**src/rtl/alu_pkg.sv**
```systemverilog
package alu_pkg;
  localparam int DATA_W = 32;
  localparam int IMM_W  = 16;
  localparam int SH_W   = 5;
  localparam int OP_W   = 4;

  localparam logic [OP_W-1:0] OP_ADD  = 4'd0;
  localparam logic [OP_W-1:0] OP_ADDU = 4'd1;
  localparam logic [OP_W-1:0] OP_SUB  = 4'd2;
  localparam logic [OP_W-1:0] OP_SUBU = 4'd3;
  localparam logic [OP_W-1:0] OP_AND  = 4'd4;
  localparam logic [OP_W-1:0] OP_OR   = 4'd5;
  localparam logic [OP_W-1:0] OP_XOR  = 4'd6;
  localparam logic [OP_W-1:0] OP_NOR  = 4'd7;
  localparam logic [OP_W-1:0] OP_SLT  = 4'd8;
  localparam logic [OP_W-1:0] OP_SLTU = 4'd9;
  localparam logic [OP_W-1:0] OP_SLL  = 4'd10;
  localparam logic [OP_W-1:0] OP_SRL  = 4'd11;
  localparam logic [OP_W-1:0] OP_SRA  = 4'd12;
  localparam logic [OP_W-1:0] OP_LUI  = 4'd13;

  typedef enum logic [2:0] {
    RES_ARITH, RES_LOGIC, RES_CMP, RES_SHIFT, RES_UPPER, RES_NONE
  } resSel_e;

  typedef enum logic [1:0] {LG_AND, LG_OR, LG_XOR, LG_NOR} logicFn_e;

  typedef enum logic [1:0] {SH_LL, SH_RL, SH_RA} shiftFn_e;

  typedef struct packed {
    logic     bFromImm;
    logic     immSext;
    logic     subtract;
    logic     ovfEnable;
    logic     cmpUnsigned;
    logic     shiftConst;
    resSel_e  resSel;
    logicFn_e logicFn;
    shiftFn_e shiftFn;
  } aluStrobes_t;
endpackage

```
**src/rtl/alu_ctrl.sv**
```systemverilog
module alu_ctrl
  import alu_pkg::*;
#(
  parameter int OPW = OP_W
) (
  input  logic [OPW-1:0] opCode,
  input  logic           useImm,
  output aluStrobes_t    strobes
);
  always_comb begin
    strobes = '{bFromImm: 1'b0, immSext: 1'b0, subtract: 1'b0, ovfEnable: 1'b0,
                cmpUnsigned: 1'b0, shiftConst: 1'b0, resSel: RES_NONE,
                logicFn: LG_AND, shiftFn: SH_LL};
    case (opCode)
      OP_ADD, OP_ADDU, OP_SUB, OP_SUBU: begin
        strobes.bFromImm  = useImm;
        strobes.immSext   = 1'b1;
        strobes.subtract  = (opCode == OP_SUB) || (opCode == OP_SUBU);
        strobes.ovfEnable = (opCode == OP_ADD) || (opCode == OP_SUB);
        strobes.resSel    = RES_ARITH;
      end
      OP_AND, OP_OR, OP_XOR, OP_NOR: begin
        strobes.bFromImm = useImm;
        strobes.immSext  = 1'b0;
        strobes.resSel   = RES_LOGIC;
        case (opCode)
          OP_AND:  strobes.logicFn = LG_AND;
          OP_OR:   strobes.logicFn = LG_OR;
          OP_XOR:  strobes.logicFn = LG_XOR;
          default: strobes.logicFn = LG_NOR;
        endcase
      end
      OP_SLT, OP_SLTU: begin
        strobes.bFromImm    = useImm;
        strobes.immSext     = 1'b1;
        strobes.cmpUnsigned = (opCode == OP_SLTU);
        strobes.resSel      = RES_CMP;
      end
      OP_SLL, OP_SRL, OP_SRA: begin
        strobes.shiftConst = useImm;
        strobes.resSel     = RES_SHIFT;
        case (opCode)
          OP_SLL:  strobes.shiftFn = SH_LL;
          OP_SRL:  strobes.shiftFn = SH_RL;
          default: strobes.shiftFn = SH_RA;
        endcase
      end
      OP_LUI: strobes.resSel = RES_UPPER;
      default: strobes.resSel = RES_NONE;
    endcase
  end

  always_comb begin

    imm_ext_kind_chk: assert (!(strobes.resSel == RES_LOGIC) || !strobes.immSext)
      else $error("logical op requested sign extension");
  end
endmodule

```
**src/rtl/alu_shifter.sv**
```systemverilog
module alu_shifter
  import alu_pkg::*;
#(
  parameter int W   = DATA_W,
  parameter int SHW = SH_W
) (
  input  logic [W-1:0]   value,
  input  logic [SHW-1:0] amount,
  input  shiftFn_e       fn,
  output logic [W-1:0]   shifted
);
  logic [W-1:0] leftStage  [0:SHW];
  logic [W-1:0] rightStage [0:SHW];
  logic         fillBit;

  assign fillBit       = (fn == SH_RA) && value[W-1];
  assign leftStage[0]  = value;
  assign rightStage[0] = value;

  for (genvar i = 0; i < SHW; i++) begin : g_stage
    localparam int STEP = 1 << i;
    assign leftStage[i+1]  = amount[i] ? {leftStage[i][W-1-STEP:0], {STEP{1'b0}}}
                                       : leftStage[i];
    assign rightStage[i+1] = amount[i] ? {{STEP{fillBit}}, rightStage[i][W-1:STEP]}
                                       : rightStage[i];
  end

  assign shifted = (fn == SH_LL) ? leftStage[SHW] : rightStage[SHW];

  always_comb begin

    sra_sign_chk: assert (!(fn == SH_RA) || (shifted[W-1] == value[W-1]))
      else $error("arithmetic shift lost sign");
  end
endmodule

```
**src/rtl/alu_datapath.sv**
```systemverilog
module alu_datapath
  import alu_pkg::*;
#(
  parameter int W   = DATA_W,
  parameter int IW  = IMM_W,
  parameter int SHW = SH_W
) (
  input  logic [W-1:0]   opA,
  input  logic [W-1:0]   opB,
  input  logic [IW-1:0]  imm,
  input  logic [SHW-1:0] shamt,
  input  aluStrobes_t    strobes,
  output logic [W-1:0]   result,
  output logic           overflow
);
  localparam int PAD_W = W - IW;

  logic [W-1:0]   immExt, bOperand, bAdj, sum, logicRes, shiftRes, upperRes;
  logic [SHW-1:0] shiftAmt;
  logic           ovfRaw, lessThan;

  assign immExt   = strobes.immSext ? {{PAD_W{imm[IW-1]}}, imm} : {{PAD_W{1'b0}}, imm};
  assign bOperand = strobes.bFromImm ? immExt : opB;
  assign bAdj     = strobes.subtract ? ~bOperand : bOperand;
  assign sum      = opA + bAdj + {{(W-1){1'b0}}, strobes.subtract};
  assign ovfRaw   = (opA[W-1] == bAdj[W-1]) && (sum[W-1] != opA[W-1]);
  assign overflow = strobes.ovfEnable && ovfRaw && (strobes.resSel == RES_ARITH);

  assign lessThan = strobes.cmpUnsigned ? (opA < bOperand)
                                        : ($signed(opA) < $signed(bOperand));

  always_comb begin
    case (strobes.logicFn)
      LG_AND:  logicRes = opA & bOperand;
      LG_OR:   logicRes = opA | bOperand;
      LG_XOR:  logicRes = opA ^ bOperand;
      default: logicRes = ~(opA | bOperand);
    endcase
  end

  assign shiftAmt = strobes.shiftConst ? shamt : opB[SHW-1:0];

  alu_shifter #(.W(W), .SHW(SHW)) u_shift (
    .value  (opA),
    .amount (shiftAmt),
    .fn     (strobes.shiftFn),
    .shifted(shiftRes)
  );

  assign upperRes = {imm, {PAD_W{1'b0}}};

  always_comb begin
    case (strobes.resSel)
      RES_ARITH: result = sum;
      RES_LOGIC: result = logicRes;
      RES_CMP:   result = {{(W-1){1'b0}}, lessThan};
      RES_SHIFT: result = shiftRes;
      RES_UPPER: result = upperRes;
      default:   result = '0;
    endcase
  end

  always_comb begin

    lui_low_chk: assert (!(strobes.resSel == RES_UPPER) || (result[PAD_W-1:0] == '0))
      else $error("upper-immediate low half not clear");

    slt_bool_chk: assert (!(strobes.resSel == RES_CMP) || (result[W-1:1] == '0))
      else $error("compare result not 0/1");

    ovf_sign_chk: assert (!overflow || (result[W-1] != opA[W-1]))
      else $error("overflow without sign change");

    nor_chk: assert (!(strobes.resSel == RES_LOGIC && strobes.logicFn == LG_NOR)
                     || ((result & (opA | bOperand)) == '0))
      else $error("NOR overlaps OR");
  end
endmodule

```
**src/rtl/alu_top.sv**
```systemverilog
module alu_top
  import alu_pkg::*;
#(
  parameter int W   = DATA_W,
  parameter int IW  = IMM_W,
  parameter int SHW = SH_W,
  parameter int OPW = OP_W
) (
  input  logic [W-1:0]   opA,
  input  logic [W-1:0]   opB,
  input  logic [IW-1:0]  imm,
  input  logic [SHW-1:0] shamt,
  input  logic [OPW-1:0] op,
  input  logic           useImm,
  output logic [W-1:0]   result,
  output logic           overflow
);
  aluStrobes_t strobes;

  alu_ctrl #(.OPW(OPW)) u_ctrl (
    .opCode (op),
    .useImm (useImm),
    .strobes(strobes)
  );

  alu_datapath #(.W(W), .IW(IW), .SHW(SHW)) u_dp (
    .opA     (opA),
    .opB     (opB),
    .imm     (imm),
    .shamt   (shamt),
    .strobes (strobes),
    .result  (result),
    .overflow(overflow)
  );

  always_comb begin

    no_overflow_chk: assert (!overflow || op == OP_ADD || op == OP_SUB)
      else $error("overflow on non-trapping op");

    unused_op_chk: assert (op < 4'd14 || (result == '0 && !overflow))
      else $error("unused code produced output");
  end
endmodule

```
**config.mk**
```make
export PLATFORM = sky130hd
export DESIGN_NAME = alu_top
export DESIGN_NICKNAME = d
export VERILOG_FILES = /design/src/rtl/alu_pkg.sv /design/src/rtl/alu_ctrl.sv /design/src/rtl/alu_shifter.sv /design/src/rtl/alu_datapath.sv /design/src/rtl/alu_top.sv
export SDC_FILE = /design/constraint.sdc
export NUM_CORES = 1
export LEC_CHECK = 0
export ABC_AREA = 1
export BUFFER_PORTS_ARGS = -buffer_cell sky130_fd_sc_hd__clkbuf_2
export CAP_MARGIN = 20
export CORE_ASPECT_RATIO = 0.9
export CORE_MARGIN = 2
export CORE_UTILIZATION = 46
export DETAILED_ROUTE_END_ITERATION = 16
export PLACE_DENSITY = 0.62
export REMOVE_ABC_BUFFERS = 1
export SETUP_SLACK_MARGIN = 0.2
export SYNTH_ARGS = -nofsm -noshare
export SYNTH_HDL_FRONTEND = slang
export SYNTH_SLANG_ARGS = --single-unit
```
**constraint.sdc**
```tcl
create_clock -name vclk -period 7.59
set_clock_uncertainty 0.15 [all_clocks]
set_input_delay 1.518 -clock vclk [all_inputs]
set_output_delay 1.518 -clock vclk [all_outputs]
set_load 0.005 [all_outputs]
```
-- After elaboration in Yosys (flattened, before gate mapping)
Index checks and enable logic that the tools add are counted.
Widths: inputs -> output; s select.
- flip-flop bits (word level): 0
- input port bits: 90
- logic and storage cells: 73
- add/sub/neg operators: 2
- magnitude comparators: 2
- equality and inequality tests: 22
- muxes and demuxes: 27
- bitwise logic cells: 5
- reduce and logical (&&, ||, !) cells: 15
- operators with widths (kind ; number):
    $mux 32 ; 14
    $pmux 32 s5 ; 1
    $pmux 32 s3 ; 1
    $lt 32x32->1 ; 2
    $not 32->32 ; 2
    $add 32x1->32 ; 1
    $add 32x32->32 ; 1
    $and 32x32->32 ; 1
    $or 32x32->32 ; 1
    $xor 32x32->32 ; 1
    $eq 4x4->1 const B ; 6
    $eq 4x3->1 const B ; 4
    $pmux 3 s5 ; 1
    $eq 4x2->1 const B ; 2
    $pmux 2 s2 ; 2
    $reduce_or 4->1 ; 2
    $eq 3x2->1 const B ; 2
    $mux 2 ; 3
    $pmux 2 s3 ; 1
    $reduce_or 6->1 ; 1
    $mux 5 ; 1
    $eq 2x2->1 const B ; 2
    $eq 4x1->1 const B ; 1
    $logic_and 1x1->1 ; 4
    12 further kinds ; 16

-- Longest topological paths before layout
Gate-level depths: netlist of run 1.
- depth in word-level cells: 13
- gate-level depth with buffers: 23
- gate-level depth less buffers: 21

-- Cells and area by module
Synthesis of run 1 repeated with hierarchy kept, for this count alone.
- cells, all modules: 1677
- area, all modules: 9382.7 µm²
- by module, submodules not included (module ; times used ; cells an instance ; area each (µm²)):
    alu_datapath ; 1 ; 973 ; 5888.1
    alu_shifter ; 1 ; 675 ; 3367.0
    alu_ctrl ; 1 ; 29 ; 127.6

-- Worst setup path before layout of run 1
No wires, ideal clock.
- path kind: input-to-output
- start point: in op[1]
- end point: out result[21]
- arrival: 4345 ps
- path slack: 1577 ps
- stages on the path: 22
- path buffers: 4
- cells stage by stage: buf_2 nand2_2 nand3_1 buf_4 buf_6 a31oi_1 inv_1 clkbuf_1 o21ai_0 xor2_1 ha_1 nand2_1 nor2_1 inv_1 nor2_1 inv_1 nor4_1 a21oi_1 xor2_1 nor2_1 nor2_1 nand2_1
- longest elaborated chain between the ends: 12
- ends and longest elaborated chain (element ; line ; RTL):
    from (decl) ; alu_top.sv:13 ; input logic [OPW-1:0] op,
    parallel branches: the longest is 11 deep, another holds $add 32x32->32 ; - ;
    $pmux 32 s5 (*) ; alu_datapath.sv:53 ; case (strobes.resSel)
    to (decl) ; alu_top.sv:15 ; output logic [W-1:0] result,
Every way passes the cells marked *.

-- Worst setup path after layout of run 1
- start point: in op[1]
- end point: out result[20]
- longest elaborated chain between the ends: 11
- ends and longest elaborated chain (element ; line):
    parallel branches: the longest is 10 deep, another holds $add 32x32->32 ; -
    $pmux 32 s5 (*) ; alu_datapath.sv:53
Marked as above.

==> results.md, run 1 <==
* Crit path max-delay family: compound AO/OA/AOI/OAI gates
* Area leader, netlist: nand3_1
* Crit-path max cell delay at 0.43 ns
* Top cells by count, synth: nand2_1, nand3_1, inv_1
* Vias per Instance at 6.22
* Routed WL per cell at 22.1 um
* Router iterations before antenna repair at 7
* Leak Pwr at 0.00523 uW
* Final sequential cell count at 0
* Synth Area in Adders at 14.7%
* PortBufs at 123
* # diodes at 0
* Distinct cells, synth at 50
* Crit Path Max Fanout at 19
* Worst Tran Pin Value at 0.837 ns
* Largest net degree at the start of global routing at 70
* DR iter-0 viols at 1,790
* Die Span X at 151 um
* # clk buffers at 0
* Mux share of post-synthesis cell area at 0%
* Post-route minimum period at 6.86 ns
* Critical Path Start: op[1]
* CP Data Arrival Time at 5.19 ns
* Die Y at 136 um
* Initial Util at 46.8%
* Fillcell total at 2,197
* Syn Area/Cell at 5.27 um^2
* Gpl congestion at 1.05
* Required @ worst endpoint at 5.92 ns
* Crit path max-delay cell type: o31ai_1
* Pwr/cell area at 104 mW/mm^2
* Core Rows at 48
* # IOs at 123
* Nets at 1,967
* Compound-Gate Fraction of Synth Area at 19.0%
* Critical path capture point type: primary output
* Synth warn at 0
* Largest family of logic cells by synthesized area: simple AND/OR/NAND/NOR gates
* Startpoint Class: primary input
* Top achievable clock speed at 146 MHz
* Final Hold Fails at 0
* Most frequent CP cell: nand3_1
* Layout cell share with drive strength beyond 1 at 10.8%
* Largest cells by area after synthesis: nand3_1, nand2_1, ha_1, inv_1, a21oi_1
* Setup TNS at 0 ns
* Gr usage total at 42.3%
* Vias in the first global route at 11,020
* Slew margin rel. at 44.1%
* Most frequent cell after synthesis: nand2_1
* Initial antenna violation count at 0
* VDD IR-drop max at 45.3 uV
* Register area at 0 um^2
* Pins Over Slew Limit at 0
* Post-CTS Setup Bufs at 0
* Sequential cell area fraction in the yosys report at 0%
* Status: finished clean
* GR Overflow Total at 0
* Final Non-Filler Cells at 2,020
* Reported max-cap violation count at 0
* Hold crit path type: in2out
* Period utilization at 90.4%
* Synth top area share at 21.5%
* Buf+Inv Stages, Crit Path at 4
* Die ar. at 0.0206 mm^2
* Post-Syn Area at 0.00897 mm^2
* Critical path cell sequence: clkbuf_2, nand2_2, nand3_1, buf_4, nand2_1, and2_1, xor2_1, inv_1, fa_1, o31ai_1, nand2_1, nand3_1, a21boi_0, o21ai_0, a21oi_1, o21ai_0, nand3_1, clkbuf_2
* Fraction of the mapped netlist area in simple logic gates at 51.2%
* Global-route wire length before repair at 66,200 um
* CP Class: in2out
* WL final at 44,600 um
* HP Start: imm[7]
* Area growth, synth to finish at 7.70%
* Vias at 12,558
* Post-CTS resize count at 0
* Final HPWL DP at 36,100 um
* Setup Viol. Count Final at 0
* Unrepaired setup endpoints after global routing: no
* DRT antenna net count at 0
* Core area at 0.0192 mm^2
* Post-Syn Instances at 1,703
* Dpl cells at 2,020
* Cts hold-fix bufs at 0
* Post-synthesis xor/xnor area fraction at 3.32%
* Drt drc at 0
==> final timing paths <==
check,depth (start not counted),to,slack (ns)
worst min-delay path,4,result[23],3.33
worst max-delay path,18,result[20],0.73
==> area by class of cell <==
class,count,area (um^2),area share (%)
inverter,162,611,6.32
multi-input combinational,1460,7940,82.1
timing repair buffer,148,803,8.31
tap,250,313,3.24
==> per-stage QoR <==
step | cell area [um^2] | util [%] | setup slack [ns] | hold slack [ns] | total power [uW]
6_report | 9660 | 50.4 | 0.731 | 3.33 | 1000
3_5_place_dp | 9660 | 50.4 | 0.926 | 3.33 | 960
3_3_place_gp | 9660 | 50.4 | 0.996 | 3.33 | 956
4_1_cts | 9660 | 50.4 | 0.922 | 3.33 | 965
5_1_grt | 9660 | 50.4 | 0.553 | 3.35 | 1090
2_1_floorplan | 8530 | - | 0.491 | 3.00 | 625
==> per-layer routing <==
metal	part of all wire (%)	GRT usage [%]
met2	39	58.8
met4	5.6	18.8
met5	0	0
met3	13	8.63
met1	43	61.9
==> cells in the final DEF (no fill, tap or decap), types with 4 or more instances in the layout <==
cell type	instances
a221oi_1	20
xor2_1	33
o21bai_1	5
nor3_1	9
nand2_2	9
a31oi_1	8
nand2_4	5
nand3_1	386
inv_1	154
o21ai_1	17
clkbuf_2	123
nand3b_1	5
a21oi_1	91
nand4_1	23
nand2_1	487
ha_1	104
o21ai_0	77
buf_4	25
o2111ai_1	4
o211ai_1	12
nor2_1	90
inv_2	4
or2_2	11
a22oi_1	6
a21o_1	6
o221ai_1	6
o22ai_1	12
==> where the power goes <==
group	switching (uW)	internal, uW	leakage [uW]
clock network	0	0	0
logic	691	312	0.00523
registers	0	0	0
==> kinds of logic after synthesis <==
| group | Yosys count |
|---|---|
| and+or+nand+nor | 1038 |
| xor gates and xnor gates | 34 |
| adders and majority gates | 105 |
| buffers and inverters | 243 |
| AOI/OAI and AO/OA | 283 |
(Power assumes the default switching activity.)
==> run 2: changes to the inputs <==
--- a/config.mk
+++ b/config.mk
@@ -8,7 +8,6 @@
 export ABC_AREA = 1
 export BUFFER_PORTS_ARGS = -buffer_cell sky130_fd_sc_hd__clkbuf_2
 export CAP_MARGIN = 20
-export CORE_ASPECT_RATIO = 0.9
 export CORE_MARGIN = 2
 export CORE_UTILIZATION = 46
 export DETAILED_ROUTE_END_ITERATION = 16
==> run 2 against run 1 <==
  * Sequential share of layout area stayed put
  * Wire length fell by 0.90%
  * First-iteration DRC count fell by 10%
  * Count of clock-buffer cells in the layout did not move
  * Combinational power is essentially flat
  * Fmax fell by 2.1%
  * Sequential cell count unchanged
  * Final area decreased by 0.27%
  * Global-route usage decreased by 1.1 points
  * Total power is 0.75% lower
  * Non-clock buffer count decreased by 6
  * Largest power group unchanged
==> results.md, run 2 (synthesis results as in run 1) <==
* Cts hold-fix bufs at 0
* Metal3 WL at 4710 um
* Setup TNS at 0 ns
* # diodes at 0
* Final sequential cell count at 0
* Die Y at 144 um
* Comb pwr share at 100.0%
* Largest net degree at the start of global routing at 70
* Seq pwr share at 0%
* Reported max-cap violation count at 0
* Vias at 12,660
* Vias in the first global route at 11,219
* DRT antenna net count at 0
* Critical Path Start: useImm
* Router iterations before antenna repair at 8
* Final HPWL DP at 36,000 um
* Slew margin rel. at 32.1%
* Fillcell total at 2,280
* Global-route wire length before repair at 64,700 um
* Core Rows at 51
* Placed inst area at 0.00964 mm^2
* Top achievable clock speed at 143 MHz
* Pwr/cell area at 103 mW/mm^2
* Routed WL per cell at 21.8 um
* Most common cell after layout, fill and taps aside: nand2_1
* WL met1 at 18,100 um
* Leak Pwr at 0.00520 uW
* Stages on the worst setup path at 20
* PortBufs at 123
* Crit path max-delay family: compound AO/OA/AOI/OAI gates
* Buf+Inv Stages, Crit Path at 4
* # clk buffers at 0
* Crit path to: result[31]
* Layout cell share with drive strength beyond 1 at 10.5%
* Most frequent cells in the layout: nand2_1, nand3_1, inv_1, clkbuf_2, ha_1
* Die Span X at 144 um
* VDD IR-drop max at 49.3 uV
* Int Pwr at 311 uW
* Multi-input gate area at 0.00794 mm^2
* Max layer used: met4
* Status: finished clean
* Area growth, synth to finish at 7.40%
* Unrepaired setup endpoints after global routing: no
* WL final at 44,200 um
* Core area at 0.0193 mm^2
* P_sw at 685 uW
* Sw Share at 68.8%
* Die ar. at 0.0206 mm^2
* Critical path capture point type: primary output
* HP Start: imm[13]
* Initial Util at 46.6%
* Worst Tran Pin Value at 1.02 ns
* Register area at 0 um^2
* CP Class: in2out
* DR iter-0 viols at 1,605
* WL met2 at 19,300 um
* Clock power share at 0%
* Hold crit path type: in2out
* Startpoint Class: primary input
* Pins Over Slew Limit at 0
* Post-CTS resize count at 0
* Design Area, Final at 0.00964 mm^2
* Critical path cell sequence: clkbuf_2, nand3_1, buf_4, a31oi_1, inv_1, o21ai_0, xor2_1, ha_1, a21oi_1, o21ai_0, nand2_1, nand2_1, nand3_1, o311ai_0, a21oi_1, nand2_1, nand2_1, nand3_1, nand3_1, clkbuf_2
* Final Hold Fails at 0
* Initial antenna violation count at 0
* Dpl cells at 2,029
* Post-route minimum period at 7.01 ns
* Required @ worst endpoint at 5.92 ns
* # IOs at 123
* Final Non-Filler Cells at 2,029
* Vias per Instance at 6.24
* Nets at 1,961
* Setup Viol. Count Final at 0
* GR Overflow Total at 0
* Crit Path Max Fanout at 21
* Period utilization at 92.3%
* Gpl congestion at 1.07
* Min Hold Slack at 3.26 ns
* Drt drc at 0
* Post-CTS Setup Bufs at 0
* Gr usage total at 41.2%
* CP Data Arrival Time at 5.34 ns
* Post-layout util at 50.0%
* Crit-path max cell delay at 0.40 ns
* Crit path max-delay cell type: inv_1
run 2: power by group through the flow:
stage	Combinational (uW)	Clock [uW]	Sequential [uW]
final	995	0	0
after global routing	1080	0	0
after CTS	963	0	0
after detailed placement	959	0	0
after global placement	958	0	0
after floorplan	625	0	0
run 2: stage by stage:
step / power (uW) / worst slack, ns
finish: 995 / 0.584
global placement: 958 / 0.746
CTS: 963 / 0.690
global route: 1080 / 0.332
detailed placement: 959 / 0.694
floorplan: 625 / 0.491
run 2: metal layers:
metal / GRT usage, % / vias up
met5: 0 / -
met4: 15.4 / 0
met3: 6.76 / 127
met2: 66.0 / 781
met1: 55.3 / 5810
li1: - / 5942
run 2: cell type report:
type               count  area share, %
inverters            162           6.34
repair buffers       142           7.87
multi-input cells   1460           82.4
well taps            265           3.44
run 2: worst min path at each step:
stage	end	slack, ns	cells past startpoint
after floorplan	overflow	3.00	3
after global placement	result[29]	3.26	4
after detailed placement	result[29]	3.27	4
after CTS	result[29]	3.27	4
after global routing	result[23]	3.29	4
final	result[29]	3.26	4
